`config.mk`:
```
export PLATFORM = sky130hd
export DESIGN_NAME = swp_seq
export DESIGN_NICKNAME = d
export VERILOG_FILES = /design/src/rtl/swp_pkg.sv /design/src/rtl/swp_match.sv /design/src/rtl/swp_win_timer.sv /design/src/rtl/swp_seq.sv
export SDC_FILE = /design/constraint.sdc
export NUM_CORES = 1
export LEC_CHECK = 0
export ABC_CLOCK_PERIOD_IN_PS = 2300
export BUFFER_PORTS_ARGS = -buffer_cell sky130_fd_sc_hd__buf_2
export CORE_ASPECT_RATIO = 0.9
export CORE_MARGIN = 2
export CORE_UTILIZATION = 40
export DETAILED_ROUTE_END_ITERATION = 10
export PLACE_DENSITY = 0.66
export SLEW_MARGIN = 0
export SYNTH_ARGS = -nofsm -noshare
export SYNTH_HDL_FRONTEND = slang
export SYNTH_SLANG_ARGS = --single-unit
```
`constraint.sdc`:
```
create_clock -name clk -period 2.3 [get_ports clk]
set_input_delay 0.46 -clock clk [delete_from_list [all_inputs] [get_ports clk]]
set_output_delay 0.46 -clock clk [all_outputs]
set_load 0.01 [all_outputs]
```
`src/rtl/swp_pkg.sv`:
```
package swp_pkg;
    typedef enum logic [2:0] {
        S_IDLE,
        S_ARM1,
        S_ARM2,
        S_OFF3,
        S_OFF4,
        S_OFF5,
        S_OPEN
    } seq_state_t;

    typedef struct packed {
        logic aa;
        logic h55;
        logic a0;
        logic h80;
        logic h20;
    } step_hit_t;
endpackage

```
`src/rtl/swp_match.sv`:
```
module swp_match #(
    parameter int ADDR_W = 16,
    parameter int DATA_W = 8,
    parameter logic [ADDR_W-1:0] KEY_ADDR_A = 16'h5555,
    parameter logic [ADDR_W-1:0] KEY_ADDR_B = 16'h2AAA,
    parameter logic [DATA_W-1:0] CODE_OPEN  = 8'hAA,
    parameter logic [DATA_W-1:0] CODE_ECHO  = 8'h55,
    parameter logic [DATA_W-1:0] CODE_LOCK  = 8'hA0,
    parameter logic [DATA_W-1:0] CODE_ERASE = 8'h80,
    parameter logic [DATA_W-1:0] CODE_FREE  = 8'h20
) (
    input  logic [ADDR_W-1:0]     addr,
    input  logic [DATA_W-1:0]     data,
    output swp_pkg::step_hit_t    hit
);
    logic at_a, at_b;

    always_comb begin
        at_a    = (addr == KEY_ADDR_A);
        at_b    = (addr == KEY_ADDR_B);
        hit.aa  = at_a && (data == CODE_OPEN);
        hit.h55 = at_b && (data == CODE_ECHO);
        hit.a0  = at_a && (data == CODE_LOCK);
        hit.h80 = at_a && (data == CODE_ERASE);
        hit.h20 = at_a && (data == CODE_FREE);
    end
endmodule

```
`src/rtl/swp_win_timer.sv`:
```
module swp_win_timer #(
    parameter int LOAD_WIN = 5000
) (
    input  logic clk,
    input  logic rst_n,
    input  logic run,
    input  logic kick,
    output logic expire
);
    localparam int CNT_W = $clog2(LOAD_WIN + 1);
    localparam logic [CNT_W-1:0] LAST = CNT_W'(LOAD_WIN - 1);

    logic [CNT_W-1:0] cnt_q;

    assign expire = run && !kick && (cnt_q == LAST);

    always_ff @(posedge clk) begin
        if (!rst_n) begin
            cnt_q <= '0;
        end else if (kick || !run || expire) begin
            cnt_q <= '0;
        end else begin
            cnt_q <= cnt_q + 1'b1;
        end
    end

    AST_WIN_BOUND: assert property (@(posedge clk) disable iff (!rst_n)
        cnt_q <= LAST);
endmodule

```
`src/rtl/swp_seq.sv`:
```
module swp_seq #(
    parameter int ADDR_W   = 16,
    parameter int DATA_W   = 8,
    parameter int LOAD_WIN = 5000
) (
    input  logic              clk,
    input  logic              ship_rst_n,
    input  logic              pwr_rst_n,
    input  logic              wr_valid,
    input  logic [ADDR_W-1:0] wr_addr,
    input  logic [DATA_W-1:0] wr_data,
    output logic              commit,
    output logic              is_cmd,
    output logic              prot
);
    import swp_pkg::*;

    seq_state_t state_q, state_d;
    logic       prot_q, prot_d;
    step_hit_t  hit;
    logic       expire;
    logic       seq_rst_n;

    assign seq_rst_n = ship_rst_n && pwr_rst_n;
    assign prot      = prot_q;

    swp_match #(.ADDR_W(ADDR_W), .DATA_W(DATA_W)) u_match (
        .addr (wr_addr),
        .data (wr_data),
        .hit  (hit)
    );

    swp_win_timer #(.LOAD_WIN(LOAD_WIN)) u_win (
        .clk    (clk),
        .rst_n  (seq_rst_n),
        .run    (state_q != S_IDLE),
        .kick   (wr_valid),
        .expire (expire)
    );

    // State register: sequence state dies with either reset, flag only with factory reset
    always_ff @(posedge clk) begin
        if (!seq_rst_n) state_q <= S_IDLE;
        else            state_q <= state_d;
        if (!ship_rst_n) prot_q <= 1'b0;
        else             prot_q <= prot_d;
    end

    always_comb begin
        state_d = state_q;
        prot_d  = prot_q;
        if (wr_valid) begin
            unique case (state_q)
                S_IDLE: if (hit.aa) state_d = S_ARM1;
                S_ARM1: state_d = hit.h55 ? S_ARM2 : S_IDLE;
                S_ARM2: begin
                    if (hit.a0) begin
                        state_d = S_OPEN;
                        prot_d  = 1'b1;
                    end else if (hit.h80) begin
                        state_d = S_OFF3;
                    end else begin
                        state_d = S_IDLE;
                    end
                end
                S_OFF3: state_d = hit.aa  ? S_OFF4 : S_IDLE;
                S_OFF4: state_d = hit.h55 ? S_OFF5 : S_IDLE;
                S_OFF5: begin
                    state_d = S_IDLE;
                    if (hit.h20) prot_d = 1'b0;
                end
                S_OPEN: state_d = S_OPEN;
                default: state_d = S_IDLE;
            endcase
        end else if (expire) begin
            state_d = S_IDLE;
        end
    end

    // Output decode
    always_comb begin
        commit = 1'b0;
        is_cmd = 1'b0;
        if (wr_valid) begin
            unique case (state_q)
                S_IDLE: if (hit.aa) is_cmd = 1'b1; else commit = !prot_q;
                S_ARM1: if (hit.h55) is_cmd = 1'b1; else commit = !prot_q;
                S_ARM2: if (hit.a0 || hit.h80) is_cmd = 1'b1; else commit = !prot_q;
                S_OFF3: if (hit.aa) is_cmd = 1'b1; else commit = !prot_q;
                S_OFF4: if (hit.h55) is_cmd = 1'b1; else commit = !prot_q;
                S_OFF5: if (hit.h20) is_cmd = 1'b1; else commit = !prot_q;
                S_OPEN: commit = 1'b1;
                default: commit = 1'b0;
            endcase
        end
    end

    AST_QUIET_OUT: assert property (@(posedge clk) disable iff (!seq_rst_n)
        !wr_valid |-> (!commit && !is_cmd));
    AST_OUT_EXCL: assert property (@(posedge clk) disable iff (!seq_rst_n)
        $onehot0({commit, is_cmd}));
    AST_LOCKED_DROP: assert property (@(posedge clk) disable iff (!seq_rst_n)
        (prot_q && state_q == S_IDLE && wr_valid && !is_cmd) |-> !commit);
    AST_FLAG_QUIET: assert property (@(posedge clk) disable iff (!ship_rst_n)
        !wr_valid |=> $stable(prot_q));
    AST_SET_FROM_ARM: assert property (@(posedge clk) disable iff (!ship_rst_n)
        $rose(prot_q) |-> ($past(state_q) == S_ARM2));
    AST_CLR_FROM_OFF: assert property (@(posedge clk) disable iff (!ship_rst_n)
        $fell(prot_q) |-> ($past(state_q) == S_OFF5));
    AST_EXPIRE_IDLE: assert property (@(posedge clk) disable iff (!seq_rst_n)
        expire |=> (state_q == S_IDLE));
endmodule

```
======== After elaboration in Yosys (flattened, before gate mapping) ========
Cells that the tools add are included.
word-level totals
  register bits ........................... 17
  output and inout bits ................... 3
  word-level logic and storage cells ...... 69
operators by class
  $add $sub $neg .......................... 1
  equal/unequal tests ..................... 17
  multiplexer cells ....................... 24
  bitwise operators ....................... 1
  reductions and logical operators ........ 23
operators with widths
  operator                                          count
  == test 8 bit (second input constant)             3
  2-to-1 mux 3 bit                                  6
  one-hot mux 3 bit (6 select lines)                1
  == test 16 x 14 -> 1 bit (second input constant)  1
  == test 16 x 15 -> 1 bit (second input constant)  1
  adder 13 x 1 -> 13 bit (second input constant)    1
  == test 13 bit (second input constant)            1
  2-to-1 mux 1 bit                                  12
  == test 3 bit (second input constant)             3
  == test 8 x 6 -> 1 bit (second input constant)    1
  == test 8 x 7 -> 1 bit (second input constant)    1
  logical AND 1 bit                                 8
  == test 3 x 2 -> 1 bit (second input constant)    2
  OR reduction 2 bit                                3
  one-hot mux 1 bit (5 select lines)                1
  2-to-1 mux 2 bit                                  2
  != test 2 bit (second input constant)             2
  one-hot mux 1 bit (4 select lines)                1
  AND reduction 4 bit                               1
  nonzero test 2 bit                                2
  == test 3 x 1 -> 1 bit (second input constant)    1
  logical NOT 1 bit                                 3
  logical NOT 3 bit                                 1
  logical OR 1 bit                                  3
  5 further kinds                                   5

======== Depth between registers and ports, before layout ========
Gate-level depths: netlist (run 1).
  depth after elaboration ................. 6
  gate-level depth with buffers ........... 6

======== Cells and area by module ========
Synthesis (run 1) repeated with hierarchy kept, for this count alone.
unflattened totals
  cells, all modules ...................... 147
  area, all modules ....................... 1,243.7 um2
by module, submodules not included
  module         times used  cells each  area an instance (um2)  seq. area each (um2)
  swp_win_timer  1           66          606.8                   260.2
  swp_seq        1           54          424.2                   80.1
  swp_match      1           27          212.7                   0.0

======== Worst setup path before layout (run 1) ========
Ideal clock, no wire load.
  path type ............................... input-to-output
  start point ............................. in wr_addr[2]
  end point ............................... out is_cmd
  arrival ................................. 1.925 ns
  slack ................................... -0.085 ns
  cell stages on the path ................. 4
  path buffers ............................ 0
  cell sequence ........................... nand4bb_1 > or4_4 > or4b_1 > a31oi_1
between the ends
  longest elaborated chain between the ends .. 6
  elaborated cells between the ends (all ways) .. 14
  those cells by class .................... eq/ne (2); mux (6); reduce/logical (6)
RTL lines
  what                                         RTL line                          text
  start, declared                              swp_seq.sv:10                     input logic [ADDR_W-1:0] wr_addr,
  == test 16 x 15 -> 1 bit                     swp_match.sv:19                   at_a = (addr == KEY_ADDR_A);
  logical AND 1 bit, on equally long branches  swp_match.sv:23, swp_match.sv:24
  logical OR 1 bit                             swp_seq.sv:88                     S_ARM2: if (hit.a0 || hit.h80) is_cmd = 1'b1; else commit = !prot_q;
  2-to-1 mux 1 bit                             swp_seq.sv:88
  one-hot mux 1 bit (4 select lines) (*)       swp_seq.sv:85                     unique case (state_q)
  2-to-1 mux 1 bit (*)                         swp_seq.sv:84                     if (wr_valid) begin
  end, declared                                swp_seq.sv:13                     output logic is_cmd,
Mark *: on every way between the ends. The rest lies on a longest branch, timed or not.

======== Worst setup path after layout (run 1) ========
Same ends and word-level chain as after synthesis.

==> results of run 1 <==
[cells by family after synthesis]
family / count (synthesis) / synth area share [%]
buffers and inverters: 11 / 3.95
and+or+nand+nor: 80 / 42.2
adders and majority gates: 1 / 1.10
xor gates and xnor gates: 12 / 9.21
DFF: 17 / 29.8
AOI/OAI and AO/OA: 22 / 13.7
[worst max-delay path, cell delays in order]
cell	delay (ns)
buf_6	0.09
nand4bb_1	0.18
or4_4	0.56
or4b_4	0.52
a31oi_4	0.18
buf_2	0.14
[final cells by class]
| class | count | area (um^2) | share of cell area, % |
|---|---|---|---|
| well taps | 40 | 50.0 | 3.25 |
| multi-input cells | 115 | 826 | 53.7 |
| clock buffers | 4 | 26.3 | 1.71 |
| flip-flops and latches | 17 | 342 | 22.2 |
| inverters | 5 | 18.8 | 1.22 |
| repair buffers | 45 | 275 | 17.9 |
[flip-flops by register name, indices dropped and copies added, names as in the netlist]
signal       flops
u_win.cnt_q     13
state_q          3
prot             1
[routing by layer]
| metal | track usage [%] | vias to the layer above | part of all wire (%) |
|---|---|---|---|
| met5 | 0 | - | 0 |
| met2 | 34.8 | 33 | 53 |
| met1 | 23.8 | 607 | 41 |
| met3 | 6.15 | 9 | 4.1 |
| li1 | - | 623 | - |
| met4 | 9.63 | 0 | 2.4 |
[through the flow]
step | hold WS [ns] | worst slack (ns) | utilization [%]
after floorplan | 0.413 | -0.0360 | -
after global placement | 0.428 | -0.243 | 52.6
after detailed placement | 0.433 | -0.302 | 52.6
after CTS | 0.442 | -0.275 | 54.5
after global routing | 0.445 | -0.322 | 56.4
final | 0.451 | -0.293 | 56.4
[path summary, 6_finish.rpt]
check                               startpoint        endpoint  slack [ns]  cells after the start
worst max register to register      state_q[2]      state_q[1]        0.57                      5
worst min-delay path                 pwr_rst_n      state_q[1]        0.45                      3
worst max-delay path                wr_addr[2]          is_cmd       -0.29                      6
worst min register to register  u_win.cnt_q[0]  u_win.cnt_q[0]        0.45                      1
[layout by cell type, fill, tap and decap left out, drive strengths merged, types with 2 or more instances in the layout]
master / Yosys / layout
and3: 6 / 6
or4: 2 / 2
o21ai: 2 / 2
nor4b: 5 / 5
nor3: 6 / 6
nor4bb: 4 / 4
nand2: 12 / 12
dfxtp: 17 / 17
nand4bb: 2 / 2
xnor2: 3 / 3
nand4: 2 / 2
inv: 5 / 5
or3: 2 / 2
clkbuf: 5 / 4
a221oi: 2 / 2
o31ai: 3 / 3
buf: 1 / 45
a21oi: 3 / 3
nand3: 12 / 12
nor2: 16 / 16
xor2: 9 / 9
a31oi: 5 / 5
nand2b: 2 / 2
o32a: 2 / 2
or4b: 3 / 3
[repair_timing]
item,4_1_cts,5_1_grt
pin swaps,0,2
endpoints found under the setup margin,2,2
gates resized for setup,6,9
[power by group through the flow]
stage	clock network (W)	logic, W	registers [W]
final	0.000166	0.0000705	0.000294
after global routing	0.000180	0.0000766	0.000294
after detailed placement	0	0.0000633	0.000301
after floorplan	0	0.0000224	0.000301
after CTS	0.000174	0.0000662	0.000294
after global placement	0	0.0000604	0.000301
==> impl_metrics.tcl, run 1 <==
set metrics [dict create \
    tns_ns -0.465 \
    core_region_area_um2 2730 \
    port_buffers 30 \
    violations "setup timing" \
    clockPowerShare_pct 31.2 \
    path_max_fanout 3 \
    cts.sinks 17 \
    clk_latency_ns 0.30 \
    yosysWarnings 0 \
    clock_skew_ns 0.00105 \
    start_kind "input port" \
    drt_iter0_drc 66 \
    grt_usage_pct 20.5 \
    num_antenna_cells 0 \
    antenna_found_initial 0 \
    status "finished with violations" \
    num_vias 1272 \
    cts-root-buf "clkbuf_4" \
    p_leak_nw 0.575 \
    final_area_um2 1540 \
    grt_setup_unrepaired "yes" \
    fp.dieH_um 54.7 \
    pin_count 31 \
    cts_tree "yes" \
    row_count 18 \
    layout_setup_ws_ns -0.293 \
    wl_um 3250 \
    synth-edff-count 0 \
    cap_violations 0 \
    pwr-share-seq_pct 55.5 \
    crit_type "in2out" \
    die_area_um2 3300 \
    ys_seq_elements 17 \
    internal_power_w 0.000400 \
    ys_seq_area_share_pct 29.8 \
    cp.required_ns 1.84 \
    grt_pass1_wl_um 4990 \
    cts_setup_buffers 0 \
    synth_area_leaders "dfxtp_1, xor2_1, nand3_1, nor2_1, nor4b_1" \
    fin_crit_sh_pct 113 \
    post-place-cells 222 \
    dr.pass1.iters 4 \
    hpwl_um 2480 \
    place_area_um2 1430 \
    hp-class "in2reg" \
    power_w 0.000530 \
    synth_top_area_cell "dfxtp_1" \
    hold_viol 0 \
    clockBufferDepth 2 \
    nets 216 \
    area_delta_synth_final_pct 34.8 \
    syn_nets 172 \
    routedWlPerCell_um 14.4 \
    hold_buffers 0 \
    synth_area_per_cell_um2 7.98 \
    p_per_area_nw_per_um2 345 \
    switching_share_pct 24.5 \
    tightest_slew_ns 0.478 \
    start_util_pct 41.9 \
    stdcell_count 226 \
    comb_power_share_pct 13.3 \
    min_period_ns 2.59 \
    synth.top_cells.by_count "dfxtp_1, nor2_1, nand3_1, nand2_1, xor2_1" \
    vdd_drop_max_uv 312 \
    max_clock_freq_mhz 386 \
    synth.distinct_cells 40 \
    synthCells 143 \
    synth_flop_cell "dfxtp_1" \
    grt_max_degree 13 \
    cts_inserted_buffers 3 \
    routabilityCongestion 0.852 \
    fillers 264 \
    grt_pass1_vias 1173 \
    switchingPower_w 0.000130 \
    drive_gt1_share_pct 33.9 \
    finalSetupViolations 2 \
    drv_slew 0 \
    synth_top_area_share_pct 29.8 \
    ant_nets 0 \
    end_kind "output pin" \
    drc 0 \
    overflow 0 \
    cts.clk_slew.worst_paths_ns 0.10 \
    syn_area_um2 1140 \
    die_x_um 60.3 \
    async_flop_share_pct 0 \
    crit_arrival_ns 2.13 \
    yosysMostFrequentCell "dfxtp_1" \
    cts_max_level 1 \
    via_per_inst 5.63 \
    max_slew_margin_pct 67.7 \
]
Note: power is estimated with default switching activity, not from simulation.
==> run 2: changes to the inputs <==
- CORE_MARGIN: 2 -> unset
==> impl_metrics.tcl, run 2 (synthesis results as in run 1) <==
set metrics [dict create \
    dr.pass1.iters 4 \
    cts_max_level 1 \
    grt_pass1_wl_um 4910 \
    tightest_slew_ns 0.460 \
    cts.clk_slew.worst_paths_ns 0.10 \
    internal_power_w 0.000400 \
    vdd_drop_max_uv 213 \
    die_x_um 58.3 \
    hold_viol 0 \
    grt_setup_unrepaired "yes" \
    fp.dieH_um 52.7 \
    drv_slew 0 \
    nets 216 \
    start_util_pct 44.3 \
    crit_arrival_ns 2.11 \
    comb_power_share_pct 13.1 \
    via_per_inst 5.65 \
    path_max_fanout 3 \
    routabilityCongestion 0.913 \
    max_slew_margin_pct 69.3 \
    final_common_cell "buf_2" \
    num_vias 1265 \
    grt_pass1_vias 1131 \
    drt_iter0_drc 90 \
    cts.sinks 17 \
    pwr-share-seq_pct 55.6 \
    place_area_um2 1430 \
    drc 0 \
    power_w 0.000529 \
    cap_violations 0 \
    cp.required_ns 1.84 \
    grt_usage_pct 21.2 \
    start_kind "input port" \
    fillers 240 \
    area_delta_synth_final_pct 33.1 \
    final_core_util_pct 59.0 \
    grt_max_degree 13 \
    status "finished with violations" \
    routedWlPerCell_um 14.7 \
    dp_slack_ns -0.303 \
    cts_tree "yes" \
    switching_share_pct 24.4 \
    ant_nets 0 \
    cts-root-buf "clkbuf_4" \
    clockPowerShare_pct 31.3 \
    core_region_area_um2 2570 \
    p_leak_nw 0.573 \
    min_period_ns 2.57 \
    cts_inserted_buffers 3 \
    largest_reg_flops 13 \
    switchingPower_w 0.000129 \
    holdWs_ns 0.444 \
    layout_setup_ws_ns -0.270 \
    fin_crit_sh_pct 112 \
    overflow 0 \
    max_clock_freq_mhz 389 \
    crit_type "in2out" \
    cts_setup_buffers 0 \
    clock_skew_ns 0.00943 \
    violations "setup timing" \
    finalSetupViolations 2 \
    end_kind "output pin" \
    hpwl_um 2420 \
    final_cell_mix "buf_2, dfxtp_1, nor2_1, buf_4, nand3_1" \
    hp-class "in2reg" \
    hold_buffers 0 \
    pin_count 31 \
    port_buffers 30 \
    antenna_found_initial 0 \
    clk_latency_ns 0.30 \
    drive_gt1_share_pct 33.3 \
    top_register "u_win.cnt_q" \
    wl_um 3300 \
    num_antenna_cells 0 \
    final_area_um2 1520 \
    die_area_um2 3070 \
    p_per_area_nw_per_um2 348 \
    clockBufferDepth 2 \
    row_count 17 \
]
run 2: cell counts in the layout (fill, tap and decap cells not counted):
No cell type changed its count.
run 2: per-stage QoR:
step	setup TNS (ns)	cells
floorplan	-0.0360	143
global placement	-0.402	220
detailed placement	-0.510	220
CTS	-0.445	224
global route	-0.584	224
finish	-0.459	224
run 2: layer usage:
layer	global-route usage [%]	part of all wire, %
met5	0	0
met3	5.93	3.9
met4	7.54	2.2
met2	36.0	52
met1	25.5	41
run 2: cell type report:
| class | count | area [um^2] | area share (%) |
|---|---|---|---|
| multi-input combinational | 115 | 810 | 53.3 |
| inverter | 5 | 18.8 | 1.24 |
| tap | 38 | 47.5 | 3.13 |
| clock buffer | 4 | 26.3 | 1.73 |
| timing repair buffer | 45 | 275 | 18.1 |
| sequential | 17 | 342 | 22.5 |
run 2: timing repair:
| action | in CTS | in global routing |
|---|---|---|
| setup endpoints to repair | 2 | 2 |
| gates resized for setup | 8 | 5 |
| pin swaps | 0 | 0 |
run 2: worst max-delay path: stages:
cell and delay [ns]:
buf_6 0.09, nand4bb_1 0.18, or4_4 0.56, or4b_4 0.50, a31oi_2 0.18, buf_2 0.14
run 2: path summary, 6_finish.rpt:
| check | startpoint | endpoint | slack (ns) | cells past startpoint |
|---|---|---|---|---|
| setup reg to reg | u_win.cnt_q[0] | u_win.cnt_q[9] | 0.55 | 5 |
| hold reg to reg | u_win.cnt_q[0] | u_win.cnt_q[0] | 0.45 | 1 |
| hold / removal | pwr_rst_n | state_q[1] | 0.44 | 3 |
| setup / recovery | wr_addr[2] | is_cmd | -0.27 | 6 |
run 2: power by group through the flow:
stage	logic, W	registers [W]	clock network, W
5_1_grt	0.0000747	0.000294	0.000183
3_5_place_dp	0.0000636	0.000301	0
4_1_cts	0.0000672	0.000294	0.000172
6_report	0.0000694	0.000294	0.000165
2_1_floorplan	0.0000224	0.000301	0
3_3_place_gp	0.0000609	0.000301	0
==> run 3: changes to the inputs <==
- CTS_BUF_LIST: unset -> sky130_fd_sc_hd__clkbuf_8
==> impl_metrics.tcl, run 3 (synthesis results as in run 1) <==
set metrics [dict create \
    crit_family "simple AND/OR/NAND/NOR gates" \
    cap_violations 0 \
    hold_buffers 0 \
    clock_skew_ns 0.00193 \
    port_buffers 30 \
    rr_worst_depth 5 \
    core_region_area_um2 2570 \
    tns_ns -0.427 \
    end_kind "output pin" \
    largest_reg_flops 13 \
    hold_viol 0 \
    cts_setup_buffers 0 \
    ant_nets 0 \
    min_period_ns 2.57 \
    die_x_um 58.3 \
    clockBufferDepth 2 \
    cts.clk_slew.worst_paths_ns 0.06 \
    post-place-cells 220 \
    max_clock_freq_mhz 390 \
    cts_tree "yes" \
    grt_max_degree 13 \
    num_vias 1251 \
    fillers 238 \
    vdd_drop_max_uv 331 \
    start_util_pct 44.3 \
    clk_latency_ns 0.25 \
    top_register "u_win.cnt_q" \
    cp.required_ns 1.84 \
    finalSetupViolations 2 \
    stdcell_count 224 \
    p_per_area_nw_per_um2 375 \
    r2r_end "u_win.cnt_q[9]" \
    final_common_cell "buf_2" \
    path_max_fanout 3 \
    drt_iter0_drc 109 \
    crit_arrival_ns 2.11 \
    fin_crit_sh_pct 112 \
    cts_max_level 1 \
    cp_slowest_cell "or4_4" \
    comb_power_share_pct 12.4 \
    grt_pass1_wl_um 4910 \
    switchingPower_w 0.000131 \
    row_count 17 \
    r2r_setup_slack_ns 0.56 \
    via_per_inst 5.58 \
    cts_inserted_buffers 3 \
    hp-class "reg2reg" \
    cts.sinks 17 \
    dr.pass1.iters 5 \
    overflow 0 \
    clockPowerShare_pct 37.2 \
    cts-root-buf "clkbuf_8" \
    slowest_delay_ns 0.56 \
    violations "setup timing" \
    wl_um 3310 \
    holdCritStartpoint "u_win.cnt_q[0]" \
    routabilityCongestion 0.913 \
    nets 216 \
    internal_power_w 0.000453 \
    area_delta_synth_final_pct 36.5 \
    crit_chain "buf_6 > nand4bb_1 > or4_4 > or4b_4 > a31oi_2 > buf_2" \
    crit_type "in2out" \
    pin_count 31 \
    start_kind "input port" \
    pwr-share-seq_pct 50.4 \
    grt_setup_unrepaired "yes" \
    hpwl_um 2420 \
    fp.dieH_um 52.7 \
    grt_pass1_vias 1124 \
    p_leak_nw 0.589 \
    num_antenna_cells 0 \
    tightest_slew_ns 0.405 \
    layout_setup_ws_ns -0.266 \
    die_area_um2 3070 \
    drive_gt1_share_pct 34.9 \
    status "finished with violations" \
    r2r_start "u_win.cnt_q[0]" \
    grt_usage_pct 21.3 \
    switching_share_pct 22.4 \
    holdPathEnd "u_win.cnt_q[0]" \
    antenna_found_initial 0 \
    routedWlPerCell_um 14.8 \
    drc 0 \
    drv_slew 0 \
    min_path_cells 1 \
    max_slew_margin_pct 73.0 \
    cp.buffers_inverters 2 \
    final_cell_mix "buf_2, dfxtp_1, nor2_1, buf_4, nand3_1" \
]
[run 3: worst reg2reg max path, cell delays in order (launching register included)]
cell     delay [ns]
dfxtp_1        0.32
ha_1           0.28
and4_1         0.24
a31oi_1        0.30
nand2_1        0.33
nor2_1         0.19
[run 3: area by class of cell]
class | count | area, um^2 | share of cell area, %
multi-input combinational | 115 | 823 | 52.9
sequential | 17 | 342 | 21.9
timing repair buffer | 45 | 282 | 18.1
tap | 38 | 47.5 | 3.05
clock buffer | 3 | 41.3 | 2.65
inverter | 5 | 18.8 | 1.20
clock inverter | 1 | 3.75 | 0.241
[run 3: how the worst max path moves through the flow]
stage | start | to | slack [ns] | cells past startpoint
after floorplan | wr_addr[2] | is_cmd | -0.04 | 4
after global placement | wr_addr[2] | is_cmd | -0.24 | 6
after detailed placement | wr_addr[2] | is_cmd | -0.30 | 6
after CTS | wr_addr[2] | is_cmd | -0.27 | 6
after global routing | wr_addr[2] | is_cmd | -0.30 | 6
final | wr_addr[2] | is_cmd | -0.27 | 6
[run 3: layer usage]
layer	vias up	share of wire, %	wire, um	GRT usage, %
met2	44	53	1760	37.5
met5	-	0	0	0
li1	621	-	-	-
met4	0	1.3	44	5.95
met3	8	5.7	190	6.17
met1	578	40	1320	25.0
[run 3: power groups by stage]
stage / clock, W / combinational [W] / sequential, W
detailed placement: 0 / 0.0000636 / 0.000301
CTS: 0.000229 / 0.0000659 / 0.000294
global route: 0.000235 / 0.0000777 / 0.000294
finish: 0.000217 / 0.0000725 / 0.000294
floorplan: 0 / 0.0000224 / 0.000301
global placement: 0 / 0.0000609 / 0.000301
[run 3: timing repair]
item	4_1_cts	5_1_grt
gates resized for setup	3	13
pin swaps	0	7
setup endpoints to repair	2	2
cloned	0	0
[run 3: per-stage QoR]
| stage | utilization, % | setup WS [ns] | hold slack (ns) | total power [W] | area, um^2 |
|---|---|---|---|---|---|
| floorplan | - | -0.0360 | 0.413 | 0.000323 | 1150 |
| global placement | 55.6 | -0.239 | 0.434 | 0.000362 | 1430 |
| detailed placement | 55.6 | -0.303 | 0.436 | 0.000364 | 1430 |
| CTS | 58.0 | -0.268 | 0.453 | 0.000589 | 1490 |
| global route | 60.5 | -0.301 | 0.463 | 0.000607 | 1560 |
| finish | 60.5 | -0.266 | 0.448 | 0.000584 | 1560 |
